## config.mk

```make
export PLATFORM = sky130hd
export DESIGN_NAME = ext_irq_router
export DESIGN_NICKNAME = d
export VERILOG_FILES = /design/src/rtl/irq_route_pkg.sv /design/src/rtl/irq_line_cond.sv /design/src/rtl/irq_cfg_regs.sv /design/src/rtl/irq_flag_bank.sv /design/src/rtl/ext_irq_router.sv
export SDC_FILE = /design/constraint.sdc
export NUM_CORES = 1
export LEC_CHECK = 0
export BUFFER_PORTS_ARGS = -buffer_cell sky130_fd_sc_hd__buf_2
export CORE_UTILIZATION = 60
export DETAILED_ROUTE_END_ITERATION = 10
export PLACE_DENSITY = 0.79
export SLEW_MARGIN = 10
export SYNTH_ARGS = -nofsm -noshare
export SYNTH_HDL_FRONTEND = slang
export SYNTH_HIERARCHICAL = 1
export SYNTH_SLANG_ARGS = --single-unit
```

## constraint.sdc

```tcl
create_clock -name clk -period 1.9 [get_ports clk]
set_input_delay 0.285 -clock clk [delete_from_list [all_inputs] [get_ports clk]]
set_output_delay 0.285 -clock clk [all_outputs]
set_load 0.005 [all_outputs]
```

## src/rtl/irq_route_pkg.sv

```systemverilog
// Package: shared register addresses for the external interrupt router.
// Assumes a 3-bit register address space with eight registers.
package irq_route_pkg;
    localparam int ADDR_W = 3;

    typedef enum logic [ADDR_W-1:0] {
        REG_FLAG  = 3'd0,
        REG_OVR   = 3'd1,
        REG_RISE  = 3'd2,
        REG_FALL  = 3'd3,
        REG_REQEN = 3'd4,
        REG_STEER = 3'd5,
        REG_FEN   = 3'd6,
        REG_FLIM  = 3'd7
    } reg_addr_e;
endpackage

```

## src/rtl/irq_line_cond.sv

```systemverilog
// Module: per-line input conditioning.
// Two-flop synchronizer, optional stability filter, and raw edge detection.
// Assumes filt_en and filt_lim are quasi-static register outputs.
module irq_line_cond #(
    parameter int FILT_W = 8
) (
    input  logic              clk,
    input  logic              rst_n,
    input  logic              pin,
    input  logic              filt_en,
    input  logic [FILT_W-1:0] filt_lim,
    output logic              lvl_sync,
    output logic              lvl_cur,
    output logic              rise,
    output logic              fall
);
    logic              meta_q;
    logic              sync_q;
    logic              cur_q;
    logic              prev_q;
    logic [FILT_W-1:0] cnt_q;

    // Synchronize the pin into the clock domain.
    always_ff @(posedge clk) begin
        if (!rst_n) begin
            meta_q <= 1'b0;
            sync_q <= 1'b0;
        end else begin
            meta_q <= pin;
            sync_q <= meta_q;
        end
    end

    // Accept a new level directly, or after it stays stable for filt_lim+1 samples.
    always_ff @(posedge clk) begin
        if (!rst_n) begin
            cur_q  <= 1'b0;
            prev_q <= 1'b0;
            cnt_q  <= '0;
        end else begin
            prev_q <= cur_q;
            if (!filt_en) begin
                cur_q <= sync_q;
                cnt_q <= '0;
            end else if (sync_q == cur_q) begin
                cnt_q <= '0;
            end else if (cnt_q == filt_lim) begin
                cur_q <= sync_q;
                cnt_q <= '0;
            end else begin
                cnt_q <= cnt_q + 1'b1;
            end
        end
    end

    // Raw edges from the accepted level history.
    always_comb begin
        rise = cur_q & ~prev_q;
        fall = ~cur_q & prev_q;
    end

    assign lvl_sync = sync_q;
    assign lvl_cur  = cur_q;
endmodule

```

## src/rtl/irq_cfg_regs.sv

```systemverilog
// Module: configuration registers (edge enables, request enables, steering, filter).
// Assumes FILT_W <= N_LINES and N_DMA <= N_LINES.
module irq_cfg_regs
    import irq_route_pkg::*;
#(
    parameter int N_LINES = 16,
    parameter int N_DMA   = 4,
    parameter int FILT_W  = 8
) (
    input  logic               clk,
    input  logic               rst_n,
    input  logic               wr_en,
    input  logic [ADDR_W-1:0]  wr_addr,
    input  logic [N_LINES-1:0] wr_data,
    output logic [N_LINES-1:0] rise_en,
    output logic [N_LINES-1:0] fall_en,
    output logic [N_LINES-1:0] req_en,
    output logic [N_DMA-1:0]   steer,
    output logic [N_LINES-1:0] filt_en,
    output logic [FILT_W-1:0]  filt_lim
);
    // Load the addressed configuration register on a write.
    always_ff @(posedge clk) begin
        if (!rst_n) begin
            rise_en  <= '0;
            fall_en  <= '0;
            req_en   <= '0;
            steer    <= '0;
            filt_en  <= '0;
            filt_lim <= '0;
        end else if (wr_en) begin
            case (wr_addr)
                REG_RISE:  rise_en  <= wr_data;
                REG_FALL:  fall_en  <= wr_data;
                REG_REQEN: req_en   <= wr_data;
                REG_STEER: steer    <= wr_data[N_DMA-1:0];
                REG_FEN:   filt_en  <= wr_data;
                REG_FLIM:  filt_lim <= wr_data[FILT_W-1:0];
                default:   ;
            endcase
        end
    end
endmodule

```

## src/rtl/irq_flag_bank.sv

```systemverilog
// Module: pending and overrun flags for all lines.
// A new event wins over a clear in the same cycle, so no event is lost.
module irq_flag_bank #(
    parameter int N_LINES = 16
) (
    input  logic               clk,
    input  logic               rst_n,
    input  logic [N_LINES-1:0] event_in,
    input  logic [N_LINES-1:0] clr_flag,
    input  logic [N_LINES-1:0] clr_ovr,
    output logic [N_LINES-1:0] flag,
    output logic [N_LINES-1:0] ovr
);
    // Set on events, clear on request; overrun on event while already pending.
    always_ff @(posedge clk) begin
        if (!rst_n) begin
            flag <= '0;
            ovr  <= '0;
        end else begin
            flag <= (flag & ~clr_flag) | event_in;
            ovr  <= (ovr & ~clr_ovr) | (event_in & flag);
        end
    end
endmodule

```

## src/rtl/ext_irq_router.sv

```systemverilog
// Module: top of the external interrupt edge detector and request router.
// Conditions each pin, flags enabled edges, and routes flags to interrupt
// or (for the low N_DMA lines) DMA request outputs. Reads are combinational.
module ext_irq_router
    import irq_route_pkg::*;
#(
    parameter int N_LINES = 16,
    parameter int N_DMA   = 4,
    parameter int FILT_W  = 8
) (
    input  logic               clk,
    input  logic               rst_n,
    input  logic [N_LINES-1:0] irq_pin,
    input  logic [N_DMA-1:0]   dma_done,
    input  logic               wr_en,
    input  logic [ADDR_W-1:0]  wr_addr,
    input  logic [N_LINES-1:0] wr_data,
    input  logic [ADDR_W-1:0]  rd_addr,
    output logic [N_LINES-1:0] rd_data,
    output logic [N_LINES-1:0] irq_out,
    output logic [N_DMA-1:0]   dma_req
);
    logic [N_LINES-1:0] rise_en, fall_en, req_en, filt_en;
    logic [N_DMA-1:0]   steer;
    logic [FILT_W-1:0]  filt_lim;
    logic [N_LINES-1:0] lvl_sync, lvl_cur, rise_raw, fall_raw;
    logic [N_LINES-1:0] event_v, clr_flag, clr_ovr, flag_q, ovr_q;
    logic [N_LINES-1:0] steer_full;

    irq_cfg_regs #(.N_LINES(N_LINES), .N_DMA(N_DMA), .FILT_W(FILT_W)) u_cfg (
        .clk(clk), .rst_n(rst_n), .wr_en(wr_en), .wr_addr(wr_addr), .wr_data(wr_data),
        .rise_en(rise_en), .fall_en(fall_en), .req_en(req_en), .steer(steer),
        .filt_en(filt_en), .filt_lim(filt_lim)
    );

    for (genvar i = 0; i < N_LINES; i++) begin : g_line
        irq_line_cond #(.FILT_W(FILT_W)) u_cond (
            .clk(clk), .rst_n(rst_n), .pin(irq_pin[i]),
            .filt_en(filt_en[i]), .filt_lim(filt_lim),
            .lvl_sync(lvl_sync[i]), .lvl_cur(lvl_cur[i]),
            .rise(rise_raw[i]), .fall(fall_raw[i])
        );
    end

    // Qualify edges and form the clear masks from writes and done pulses.
    always_comb begin
        event_v  = (rise_raw & rise_en) | (fall_raw & fall_en);
        clr_flag = N_LINES'(dma_done);
        clr_ovr  = '0;
        if (wr_en && wr_addr == REG_FLAG) clr_flag = clr_flag | wr_data;
        if (wr_en && wr_addr == REG_OVR)  clr_ovr  = wr_data;
    end

    irq_flag_bank #(.N_LINES(N_LINES)) u_flags (
        .clk(clk), .rst_n(rst_n), .event_in(event_v),
        .clr_flag(clr_flag), .clr_ovr(clr_ovr), .flag(flag_q), .ovr(ovr_q)
    );

    // Route each pending flag to the interrupt or DMA path.
    always_comb begin
        steer_full = N_LINES'(steer);
        irq_out    = flag_q & req_en & ~steer_full;
        dma_req    = flag_q[N_DMA-1:0] & req_en[N_DMA-1:0] & steer;
    end

    // Combinational register read.
    always_comb begin
        case (rd_addr)
            REG_FLAG:  rd_data = flag_q;
            REG_OVR:   rd_data = ovr_q;
            REG_RISE:  rd_data = rise_en;
            REG_FALL:  rd_data = fall_en;
            REG_REQEN: rd_data = req_en;
            REG_STEER: rd_data = steer_full;
            REG_FEN:   rd_data = filt_en;
            default:   rd_data = N_LINES'(filt_lim);
        endcase
    end
endmodule

```

==> metrics.md, run 1 <==
| Metric | Value |
|---|---|
| Status | `complete, but fails checks` |
| Failing checks | `setup timing` |
| Post-synthesis cell type count | `52` |
| Sequential share of the synthesized area | `0.4261` |
| Total grt overflow | `0` |
| Main synth FF type | `dfxtp_1` |
| Clk sinks | `300` |
| Slowest cell on the critical path | `dfxtp_2` |
| Critical Path Sink Type | `output pin` |
| RSZ-0062 raised after global routing | `yes` |
| Maximum clock insertion buffer count | `3` |
| Sum Neg Setup Slack | `-0.1758 ns` |
| Ranking of synthesized cells by area | `dfxtp_1 (43%), xnor2_1 (11%), mux2i_1 (7.9%), nand2_1 (4.8%), nor2_1 (4.3%)` |
| DIE WIDTH | `approximately 160 um` |
| Die Area | `between 0.02 and 0.025 sq mm` |
| Residual DRC count | `0` |
| Final Hold Viols | `0` |
| I/O pin count | `a little over 80` |
| Buffers on Ports | `80` |
| Synth Cell Area | `0.01410 sq mm` |
| Crit-path max FO | `2` |
| Critical path class | `register to output pin` |
| CP Cell Sequence | `mux2_4 -> a22o_1 -> a221o_1 -> buf_2` |
| Post-layout util | `0.7289` |
| Crit path required time | `1.62 ns` |
| Hold Crit Class | `primary input to register` |
| GP Congestion | `around 0.86` |
| Peak Freq | `about 490 MHz` |
| ANT nets after route | `0` |
| Layout area overhead | `18.13%` |
| Slew HR | `0.6569` |
| Antenna violations before repair | `2` |
| Hold-critical path depth | `3` |
| Synth Instances | `1484` |
| Setup violations, final | `2` |
| Cell Area, Placed | `around 0.015 sq mm` |
| Largest net degree at the start of global routing | `between 60 and 70` |
| Slowest Stage Delay on Critical Path | `around 0.33 ns` |
| Max H-tree Level | `1` |
| Synthesized area per cell | `~9.5 sq um` |
| Global-route wire length before repair | `~53000 um` |
| FFs w/ async S/R, synth | `0` |
| CTS tree | `built` |
| Worst VDD drop | `763.7 uV` |
| Design area | `between 0.015 and 0.02 sq mm` |
| Seq cells post-synth | `300` |
| Drt pass-1 iters | `7` |
| Root Buffer | `clkbuf_16` |
| Core Box Area | `0.02285 sq mm` |
| Pwr per Cell Area | `about 820 mW/mm^2` |
| Cells after DPL | `1889` |
| Tcrit/Tclk final | `1.075` |
| Worst-path clk slew | `roughly 0.06 ns` |
| Layout Cells excl Fill | `~2000` |
| GRT Total Usage | `0.2787` |
| Worst reg2reg path depth | `6` |
| Worst EP arrival | `approximately 1.8 ns` |
| Vias in the first global route | `approximately 10000` |
| Hold Slack | `approximately 0.068 ns` |
| Post-synth EDFFs | `0` |
| Syn nets | `approximately 1500` |
| Post-DR vias/cell | `about 5.5` |
| Cts bufs inserted | `31` |
| Clk_lat worst skew | `~0.55 ns` |
| Clock skew | `around 0.013 ns` |
| Routed WL per cell | `approximately 17 um` |
| Fin. max-slew vios | `0` |
| Post-DP HPWL | `roughly 23000 um` |
| DR vias | `10934` |
| Synth area leader | `dfxtp_1` |
| Max-Cap Viols | `0` |
| Crit start category | `register` |
| LEAKAGE | `around 6.7 nW` |
| Min Tclk post-route | `between 2 and 2.5 ns` |
| Final worst slack | `-0.1431 ns` |
| Detailed Route Iter0 Violations | `826` |
| Layout Nets | `between 1500 and 2000` |
| Final wirelength | `between 30000 and 40000 um` |
| Slew @ Worst Pin | `0.5134 ns` |
| Chip Height | `155.3 um` |
| Share of layout cells above drive strength 1 | `0.1759` |
| Post-synth top area share | `0.4261` |
| Initial core utilization | `0.6170` |
| # rows | `between 50 and 60` |
| Yosys warnings | `6` |
==> synthesized netlist by cell type (17+ instances only) <==
| cell type | instances |
|---|---|
| a22o_1 | 17 |
| and2_1 | 73 |
| dfxtp_1 | 300 |
| inv_1 | 33 |
| mux2i_1 | 111 |
| nand2_1 | 181 |
| nand2b_1 | 17 |
| nand3_1 | 44 |
| nand4_1 | 29 |
| nor2_1 | 161 |
| nor2b_1 | 51 |
| xnor2_1 | 183 |
| xor2_1 | 57 |
==> stage by stage <==
step | setup WS (ns) | power, mW
after detailed placement | 0.03878 | 7.318
after global routing | -0.1775 | 14.04
final | -0.1431 | 13.64
after CTS | -0.1602 | 13.70
after floorplan | 0.2663 | 7.012
after global placement | 0.06815 | 7.298
==> repair_timing <==
action	in CTS	in global routing
setup endpoints to repair	12	14
gates resized for setup	29	42
hold buffers	16	0
setup buffers	5	9
pin swaps	9	14
hold endpoints to repair	16	0
==> final cells by class <==
type,count,area [sq um]
multi-input combinational,1116,7838
fill,1669,6195
inverter,33,123.9
antenna,1,2.502
clock inverter,11,186.4
timing repair buffer,156,1136
clock buffer,44,904.6
tap,313,391.6
sequential,300,6070
==> metal layers <==
layer | vias up | GRT usage | routed length (um) | part of all wire
met5 | - | 0 | 0 | 0
li1 | 5327 | - | - | -
met3 | 78 | 0.04262 | 1943 | 0.057
met2 | 333 | 0.4738 | 15960 | 0.47
met4 | 0 | 0.1111 | 1167 | 0.034
met1 | 5196 | 0.3549 | 14820 | 0.44
==> logic make-up after synthesis <==
logic type	share of synthesized area
adder cells (fa/ha/maj)	0.01420
flip-flops	0.4261
AO/OA/AOI/OAI	0.09320
XOR/XNOR	0.1491
AND/OR/NAND/NOR	0.2092
buffers and inverters	0.02459
multiplexers	0.08361
==> sequential cells by signal, indices dropped and copies added (netlist names) <==
signal / count
u_flags/ovr: 16
u_cfg/steer: 4
u_cfg/fall_en: 16
u_cfg/filt_lim: 8
g_line.u_cond/meta_q: 16
u_flags/flag: 16
g_line.u_cond/lvl_cur: 16
g_line.u_cond/lvl_sync: 16
u_cfg/req_en: 16
u_cfg/filt_en: 16
g_line.u_cond/prev_q: 16
u_cfg/rise_en: 16
g_line.u_cond/cnt_q: 128
==> path summary, 6_finish.rpt <==
| kind | start | endpoint | slack (ns) |
|---|---|---|---|
| worst max register to register | u_cfg/filt_lim[5] | g_line[5].u_cond/cnt_q[2] | 0.26 |
| worst min register to register | g_line[9].u_cond/meta_q | g_line[9].u_cond/lvl_sync | 0.43 |
| worst max-delay path | u_flags/flag[12] | rd_data[12] | -0.14 |
| worst min-delay path | rst_n | g_line[1].u_cond/prev_q | 0.07 |
==> worst max-delay path, delay by kind of cell, from the launching register on <==
kind / cells / cell delay [ns]
buf+inv: 1 / 0.13
flops: 1 / 0.33
compound gates: 2 / 0.48
mux: 1 / 0.27
==> layout by cell type (no fill, tap or decap), drive strengths merged, types with 18 or more instances in the layout <==
cell type / n
o21ai: 21
xnor2: 183
nand3: 45
xor2: 57
inv: 33
mux2i: 111
buf: 139
a21boi: 18
and2: 73
and3: 23
nor2: 161
clkbuf: 45
dfxtp: 300
nor2b: 51
nand4: 33
nand2: 181
==> power by group <==
part,leakage [nW],internal [mW],switching (mW)
Clock,0.536,3.96,2.44
Combinational,3.70,0.332,0.470
Sequential,2.45,6.37,0.0665
Power figures use the tool's default switching activity.
==> inputs of run 2 (changes only) <==
Settings changed: RECOVER_POWER set to 100.
==> metrics.md, run 2 (same netlist as run 1, synthesis figures left out) <==
| Metric | Value |
|---|---|
| Maximum clock insertion buffer count | `3 (unchanged)` |
| CTS tree | `built` |
| Post-layout util | `0.7246 (-0.004217)` |
| Detailed Route Iter0 Violations | `777 (-5.9%)` |
| GP Congestion | `0.8583 (unchanged)` |
| Crit-path max FO | `2 (unchanged)` |
| Worst EP arrival | `1.76 ns (about the same)` |
| Hold Crit Class | `primary input to register` |
| Pre-CTS WS | `0.03878 ns (unchanged)` |
| Worst VDD drop | `763.0 uV (about the same)` |
| Critical Path Sink Type | `output pin` |
| Layout area overhead | `17.45%` |
| I/O pin count | `81 (unchanged)` |
| Max reg flops | `128 (unchanged)` |
| Failing checks | `capacitance limit, slew limit, setup timing` |
| Min Tclk post-route | `2.043 ns (-0.0003830 ns)` |
| FF-to-FF setup slack | `-0.04 ns (-0.30 ns)` |
| Die Area | `0.02411 sq mm (unchanged)` |
| Most frequent cells in the layout | `dfxtp_1 (270), xnor2_1 (183), nand2_1 (181), nor2_1 (159), mux2i_1 (110)` |
| Worst-path clk slew | `0.06 ns (about the same)` |
| Vias in the first global route | `10477 (unchanged)` |
| Buffers on Ports | `80 (unchanged)` |
| Routed WL per cell | `17.08 um (-0.47%)` |
| Cell Area, Placed | `0.01512 sq mm (unchanged)` |
| Slew @ Worst Pin | `1.654 ns (+1.141 ns)` |
| Global-route wire length before repair | `53390 um (unchanged)` |
| Chip Height | `155.3 um (unchanged)` |
| Core Box Area | `0.02285 sq mm (unchanged)` |
| Post-DR vias/cell | `5.519 (-0.36%)` |
| Design area | `0.01656 sq mm (-0.58%)` |
| Antenna violations before repair | `2 (unchanged)` |
| Worst reg2reg path depth | `6 (unchanged)` |
| GRT Total Usage | `0.2787 (unchanged)` |
| Fin. max-slew vios | `17 (+17)` |
| Commonest non-fill, non-tap cell in the layout | `dfxtp_1` |
| # rows | `55 (unchanged)` |
| Final Hold Viols | `0 (unchanged)` |
| Crit start category | `register` |
| Drt pass-1 iters | `5 (-2)` |
| Layout Nets | `1699 (unchanged)` |
| Cts bufs inserted | `31 (unchanged)` |
| Pwr per Cell Area | `822.9 mW/mm^2 (+0.49%)` |
| LEAKAGE | `6.616 nW (-1.0%)` |
| Hold-critical path depth | `3 (unchanged)` |
| Max-Cap Viols | `1 (+1)` |
| Largest reg by FF count | `g_line.u_cond/cnt_q` |
| Residual DRC count | `0 (unchanged)` |
| Root Buffer | `clkbuf_16` |
| DR vias | `10895 (-0.36%)` |
| Share of layout cells above drive strength 1 | `0.1669 (-0.009036)` |
| Largest net degree at the start of global routing | `62 (unchanged)` |
| Sum Neg Setup Slack | `-0.7411 ns (-0.5653 ns)` |
| Final worst slack | `-0.1427 ns (+0.0003830 ns)` |
| Peak Freq | `489.5 MHz (about the same)` |
| Total grt overflow | `0 (unchanged)` |
| Tcrit/Tclk final | `1.075 (about the same)` |
| Setup violations, final | `38 (+36)` |
| Clk_lat worst skew | `0.55 ns (about the same)` |
| ANT nets after route | `0 (unchanged)` |
| Max H-tree Level | `1 (unchanged)` |
| Clock skew | `0.01431 ns (+0.001167 ns)` |
| RSZ-0062 raised after global routing | `yes` |
| Status | `complete, but fails checks` |
| Clk sinks | `300 (unchanged)` |
| Post-DP HPWL | `22580 um (unchanged)` |
| Initial core utilization | `0.6170 (unchanged)` |
| DIE WIDTH | `155.3 um (unchanged)` |
| Final wirelength | `33720 um (-0.47%)` |
| Slew HR | `-0.1027 (-0.7597)` |
| Crit path required time | `1.62 ns (about the same)` |
| Critical path class | `register to output pin` |
run 2: cell count changes in the layout (fill, tap and decap cells not counted), moves of 3 or more:
| cell | delta |
|---|---|
| and2_1 | -14 |
| a21boi_1 | -10 |
| dfxtp_1 | +5 |
| clkbuf_2 | +9 |
| buf_4 | -5 |
| dfxtp_2 | -3 |
| a21boi_0 | +12 |
| buf_12 | -3 |
| buf_2 | -8 |
| and2_0 | +14 |
| clkbuf_1 | +7 |
run 2: final cells by class:
| type | instances | area (sq um) |
|---|---|---|
| Antenna cell | 1 | 2.502 |
| Multi-Input combinational cell | 1116 | 7819 |
| Clock inverter | 11 | 186.4 |
| Clock buffer | 44 | 904.6 |
| Tap cell | 313 | 391.6 |
| Fill cell | 1688 | 6291 |
| Inverter | 33 | 123.9 |
| Timing Repair Buffer | 156 | 1070 |
| Sequential cell | 300 | 6058 |
run 2: what timing repair did:
action,in CTS,in global routing
resized for setup,29,42
gates cloned,0,0
hold buffers,16,0
setup endpoints to repair,12,14
setup buffers,5,9
hold endpoints to repair,16,0
pin swaps,9,14
run 2: critical path, stage by stage (launching register included):
cell     delay (ns)
dfxtp_2        0.33
mux2_4         0.27
a22o_1         0.22
a221o_1        0.26
buf_2          0.13
run 2: worst paths after layout:
kind | startpoint | end
worst max-delay path | u_flags/flag[12] | rd_data[12]
worst min-delay path | wr_data[8] | u_cfg/filt_en[8]
worst max register to register | u_cfg/filt_lim[5] | g_line[5].u_cond/cnt_q[2]
worst min register to register | g_line[8].u_cond/meta_q | g_line[8].u_cond/lvl_sync
run 2: routing by layer:
layer	vias up	track usage	routed length [um]	part of all wire
met5	-	0	0	0
met4	0	0.1111	1250	0.037
met3	84	0.04262	1894	0.056
met2	310	0.4738	15880	0.47
met1	5180	0.3549	14700	0.44
li1	5321	-	-	-
run 2: through the flow:
stage	total power, mW	cells	hold WS [ns]
finish	13.62	1974	0.08694
global route	14.03	1974	0.09218
global placement	7.298	1889	0.4149
detailed placement	7.318	1889	0.4169
CTS	13.70	1964	0.05564
floorplan	7.012	1484	0.4001
run 2: power by group:
group          internal (mW)  switching (mW)  leakage (nW)
combinational          0.321           0.466          3.64
sequential              6.37          0.0659          2.44
clock                   3.96            2.44         0.536
total                   10.7            2.97          6.62
==> inputs of run 3 (changes only) <==
Settings changed: ABC_AREA set to 1, CTS_CLUSTER_SIZE set to 25, GPL_TIMING_DRIVEN set to 0, PLACE_DENSITY 0.79 to 0.78.
==> metrics.md, run 3 <==
| Metric | Value |
|---|---|
| Worst-path clk slew | `0.06 ns (about the same)` |
| Detailed Route Iter0 Violations | `1333 (+72%)` |
| Worst hold path endpoint | `u_flags/flag[0]` |
| Post-DP HPWL | `29070 um (+29%)` |
| Root Buffer | `clkbuf_16` |
| Antenna violations before repair | `4 (+2)` |
| Seq cells post-synth | `300 (unchanged)` |
| Slowest Stage Delay on Critical Path | `0.64 ns (+0.31 ns)` |
| I/O pin count | `81 (unchanged)` |
| Clock skew | `0.01827 ns (+0.003955 ns)` |
| Most common cell in the synthesized netlist | `nand2_1` |
| Worst reg2reg path depth | `9 (+3)` |
| Max reg flops | `128 (unchanged)` |
| Sequential share of power | `0.440 (-0.032)` |
| Area occupied by multi-input gates | `0.007777 sq mm (-0.53%)` |
| Fin. max-slew vios | `0 (-17)` |
| Layout Cells excl Fill | `2819 (+43%)` |
| Slew HR | `0.4231 (+0.5259)` |
| Hold Slack | `0.1141 ns (+0.02714 ns)` |
| Post-synth EDFFs | `0 (unchanged)` |
| Setup violations, final | `0 (-100%)` |
| Total grt overflow | `0 (unchanged)` |
| Main synth FF type | `dfxtp_1` |
| LEAKAGE | `8.045 nW (+22%)` |
| Post-synth top area share | `0.3798 (-0.04625)` |
| Most frequent cells in the layout | `nand2_1 (611), nor2_1 (417), inv_1 (396), dfxtp_1 (291), nand3_1 (139)` |
| Hold Crit Class | `primary input to register` |
| Maximum clock insertion buffer count | `3 (unchanged)` |
| Core Box Area | `0.02598 sq mm (+14%)` |
| Critical path class | `register to output pin` |
| Max H-tree Level | `2 (+1)` |
| DIE WIDTH | `164.3 um (+5.8%)` |
| Reg-to-reg critical path endpoint | `g_line[14].u_cond/cnt_q[0]` |
| Switching share of power | `0.2377 (+0.01956)` |
| Clk_lat worst skew | `0.52 ns (-0.03 ns)` |
| Slowest cell on the critical path | `dfxtp_4` |
| Worst r2r src | `u_cfg/filt_lim[5]` |
| Filler cells | `2243 (+33%)` |
| Synthesized area per cell | `6.828 sq um (-28%)` |
| CP Cell Sequence | `nand2_1 -> nand3_1 -> buf_2` |
| Tcrit/Tclk final | `0.9933 (-0.08182)` |
| Crit start category | `register` |
| Share of total power in combinational logic | `0.074 (+0.016)` |
| Status | `finished clean` |
| Clock power share | `0.486 (+0.016)` |
| FFs w/ async S/R, synth | `0 (unchanged)` |
| Pwr per Cell Area | `831.4 mW/mm^2 (+1.0%)` |
| Hold path startpoint | `dma_done[0]` |
| Hold-critical path depth | `5 (+2)` |
| Post-synthesis cell type count | `30 (-42%)` |
| GP Congestion | `0.9786 (+14%)` |
| Drt pass-1 iters | `5 (unchanged)` |
| Commonest non-fill, non-tap cell in the layout | `nand2_1` |
| Synth Cell Area | `0.01581 sq mm (+12%)` |
| Final Hold Viols | `0 (unchanged)` |
| Cell family with most CP delay | `flip-flops` |
| Chip Height | `164.3 um (+5.8%)` |
| Worst Path Buf+Inv | `1 (unchanged)` |
| Layout area overhead | `13.52%` |
| Crit path required time | `1.62 ns (about the same)` |
| Ranking of synthesized cells by area | `dfxtp_1 (38%), nand2_1 (14%), nor2_1 (9.9%), inv_1 (9.4%), xnor2_1 (4.5%)` |
| Cts bufs inserted | `34 (+9.7%)` |
| Total power | `14.93 mW (+9.6%)` |
| FF-to-FF setup slack | `0.14 ns (+0.18 ns)` |
| Residual DRC count | `0 (unchanged)` |
| Final wirelength | `43520 um (+29%)` |
| Largest reg by FF count | `g_line.u_cond/cnt_q` |
| Clk sinks | `300 (unchanged)` |
| Syn nets | `2377 (+54%)` |
| Critical Path Sink Type | `output pin` |
| ANT nets after route | `0 (unchanged)` |
| GRT Total Usage | `0.3184 (+0.03977)` |
| Routed WL per cell | `15.44 um (-9.6%)` |
| Initial core utilization | `0.6085 (-0.008445)` |
| Vias in the first global route | `13738 (+31%)` |
| Synth top cells by count | `nand2_1 (605), nor2_1 (416), inv_1 (395), dfxtp_1 (300), nand3_1 (140)` |
| Layout Nets | `2516 (+48%)` |
| RSZ-0062 raised after global routing | `no` |
| Global-route wire length before repair | `67380 um (+26%)` |
| Power Internal | `11.38 mW (+6.8%)` |
| Peak Freq | `529.9 MHz (+8.2%)` |
| Worst VDD drop | `876.5 uV (+15%)` |
| Die Area | `0.02701 sq mm (+12%)` |
| DR vias | `14643 (+34%)` |
| Cells after DPL | `2731 (+45%)` |
| CTS tree | `built` |
| Synth area leader | `dfxtp_1` |
| Share of layout cells above drive strength 1 | `0.1056 (-0.06126)` |
| Sequential share of the synthesized area | `0.3798 (-0.04625)` |
| Post-DR vias/cell | `5.194 (-5.9%)` |
| Synth Instances | `2316 (+56%)` |
| # rows | `59 (+7.3%)` |
| Area occupied by registers | `0.006037 sq mm (-0.35%)` |
| Buffers on Ports | `79 (-1.3%)` |
| Yosys warnings | `6 (unchanged)` |
| Largest net degree at the start of global routing | `50 (-19%)` |
| Slew @ Worst Pin | `0.8653 ns (-0.7888 ns)` |
| Switching pwr | `3.547 mW (+19%)` |
| Crit-path max FO | `18 (+16)` |
| Min Tclk post-route | `1.887 ns (-0.1555 ns)` |
| Worst EP arrival | `1.60 ns (-0.16 ns)` |
| Max-Cap Viols | `0 (-1)` |
run 3: cell types whose count changed in the layout (fill, tap and decap cells not counted), moves of 23 or more:
cell,previous run,this run
nor2b_1,51,0
buf_4,45,15
xnor2_1,183,82
and2_1,59,0
nand2_1,181,611
a21oi_1,9,53
mux2i_1,110,0
inv_1,33,396
nor2_1,159,417
nand3_1,44,139
dfxtp_2,24,1
run 3: final cells by class:
cell class / count / area share
inverters: 404 / 0.08448
well taps: 335 / 0.02335
flip-flops and latches: 300 / 0.3363
plain buffers: 46 / 0.01429
multi-input cells: 1566 / 0.4333
diodes: 3 / 0.0004182
repair buffers: 103 / 0.03701
clock buffers: 52 / 0.06252
clock inverters: 10 / 0.008364
run 3: worst max-delay path by stage:
| stage | startpoint | endpoint | slack, ns | depth (start not counted) |
|---|---|---|---|---|
| finish | u_cfg/filt_lim[3] | rd_data[3] | 0.01 | 3 |
| global route | u_cfg/filt_lim[1] | g_line[5].u_cond/cnt_q[0] | 0.003 | 8 |
| CTS | u_cfg/filt_lim[4] | rd_data[4] | 0.02 | 3 |
| detailed placement | rd_addr[0] | rd_data[8] | -0.19 | 8 |
| global placement | rst_n | u_cfg/fall_en[2] | -1.20 | 5 |
| floorplan | u_cfg/filt_lim[5] | g_line[0].u_cond/lvl_cur | 0.38 | 7 |
run 3: per-stage QoR:
| step | utilization | area, sq um | TNS [ns] | setup slack (ns) |
|---|---|---|---|---|
| after floorplan | - | 15810 | 0 | 0.3807 |
| after global placement | 0.6399 | 16630 | -193.37 | -1.199 |
| after detailed placement | 0.6411 | 16660 | -1.396 | -0.1867 |
| after CTS | 0.6976 | 18130 | 0 | 0.02329 |
| after global routing | 0.6908 | 17950 | 0 | 0.002827 |
| final | 0.6908 | 17950 | 0 | 0.01274 |
run 3: repair_timing:
| action | in CTS | in global routing |
|---|---|---|
| resized for setup | 9 | 4 |
| endpoints found under the setup margin | 25 | 6 |
| pin swaps | 1 | 1 |
| hold endpoints to repair | 16 | 0 |
| buffers inserted | 1 | 6 |
| hold buffers | 16 | 0 |
run 3: power groups by stage:
stage / registers [mW] / clock network [mW] / logic, mW
after CTS: 6.57 / 7.34 / 1.11
after detailed placement: 6.72 / 0 / 1.07
final: 6.56 / 7.26 / 1.11
after floorplan: 6.64 / 0 / 0.732
after global routing: 6.57 / 7.61 / 1.21
after global placement: 6.71 / 0 / 1.05
run 3: routing by layer:
metal | global-route usage | part of all wire | vias up
met2 | 0.5341 | 0.46 | 591
met3 | 0.05833 | 0.086 | 127
met4 | 0.1376 | 0.040 | 2
met1 | 0.3981 | 0.41 | 6657
met5 | 0 | 0.00037 | -
li1 | - | - | 7266
run 3: cells by family after synthesis:
logic type | share of synthesized area
fa+ha+maj | 0.01266
compound gates | 0.04020
buf+inv | 0.1132
simple gates | 0.3655
xor+xnor | 0.08862
flops | 0.3798
run 3: worst register-to-register path, stage by stage (launching register included):
cell and delay (ns):
dfxtp_4 0.56, buf_16 0.23, inv_1 0.06, nand2_1 0.06, nand2_1 0.04, nand2_1 0.06
nor2_1 0.05, nand2_2 0.09, nand4_1 0.35, nor2_1 0.20
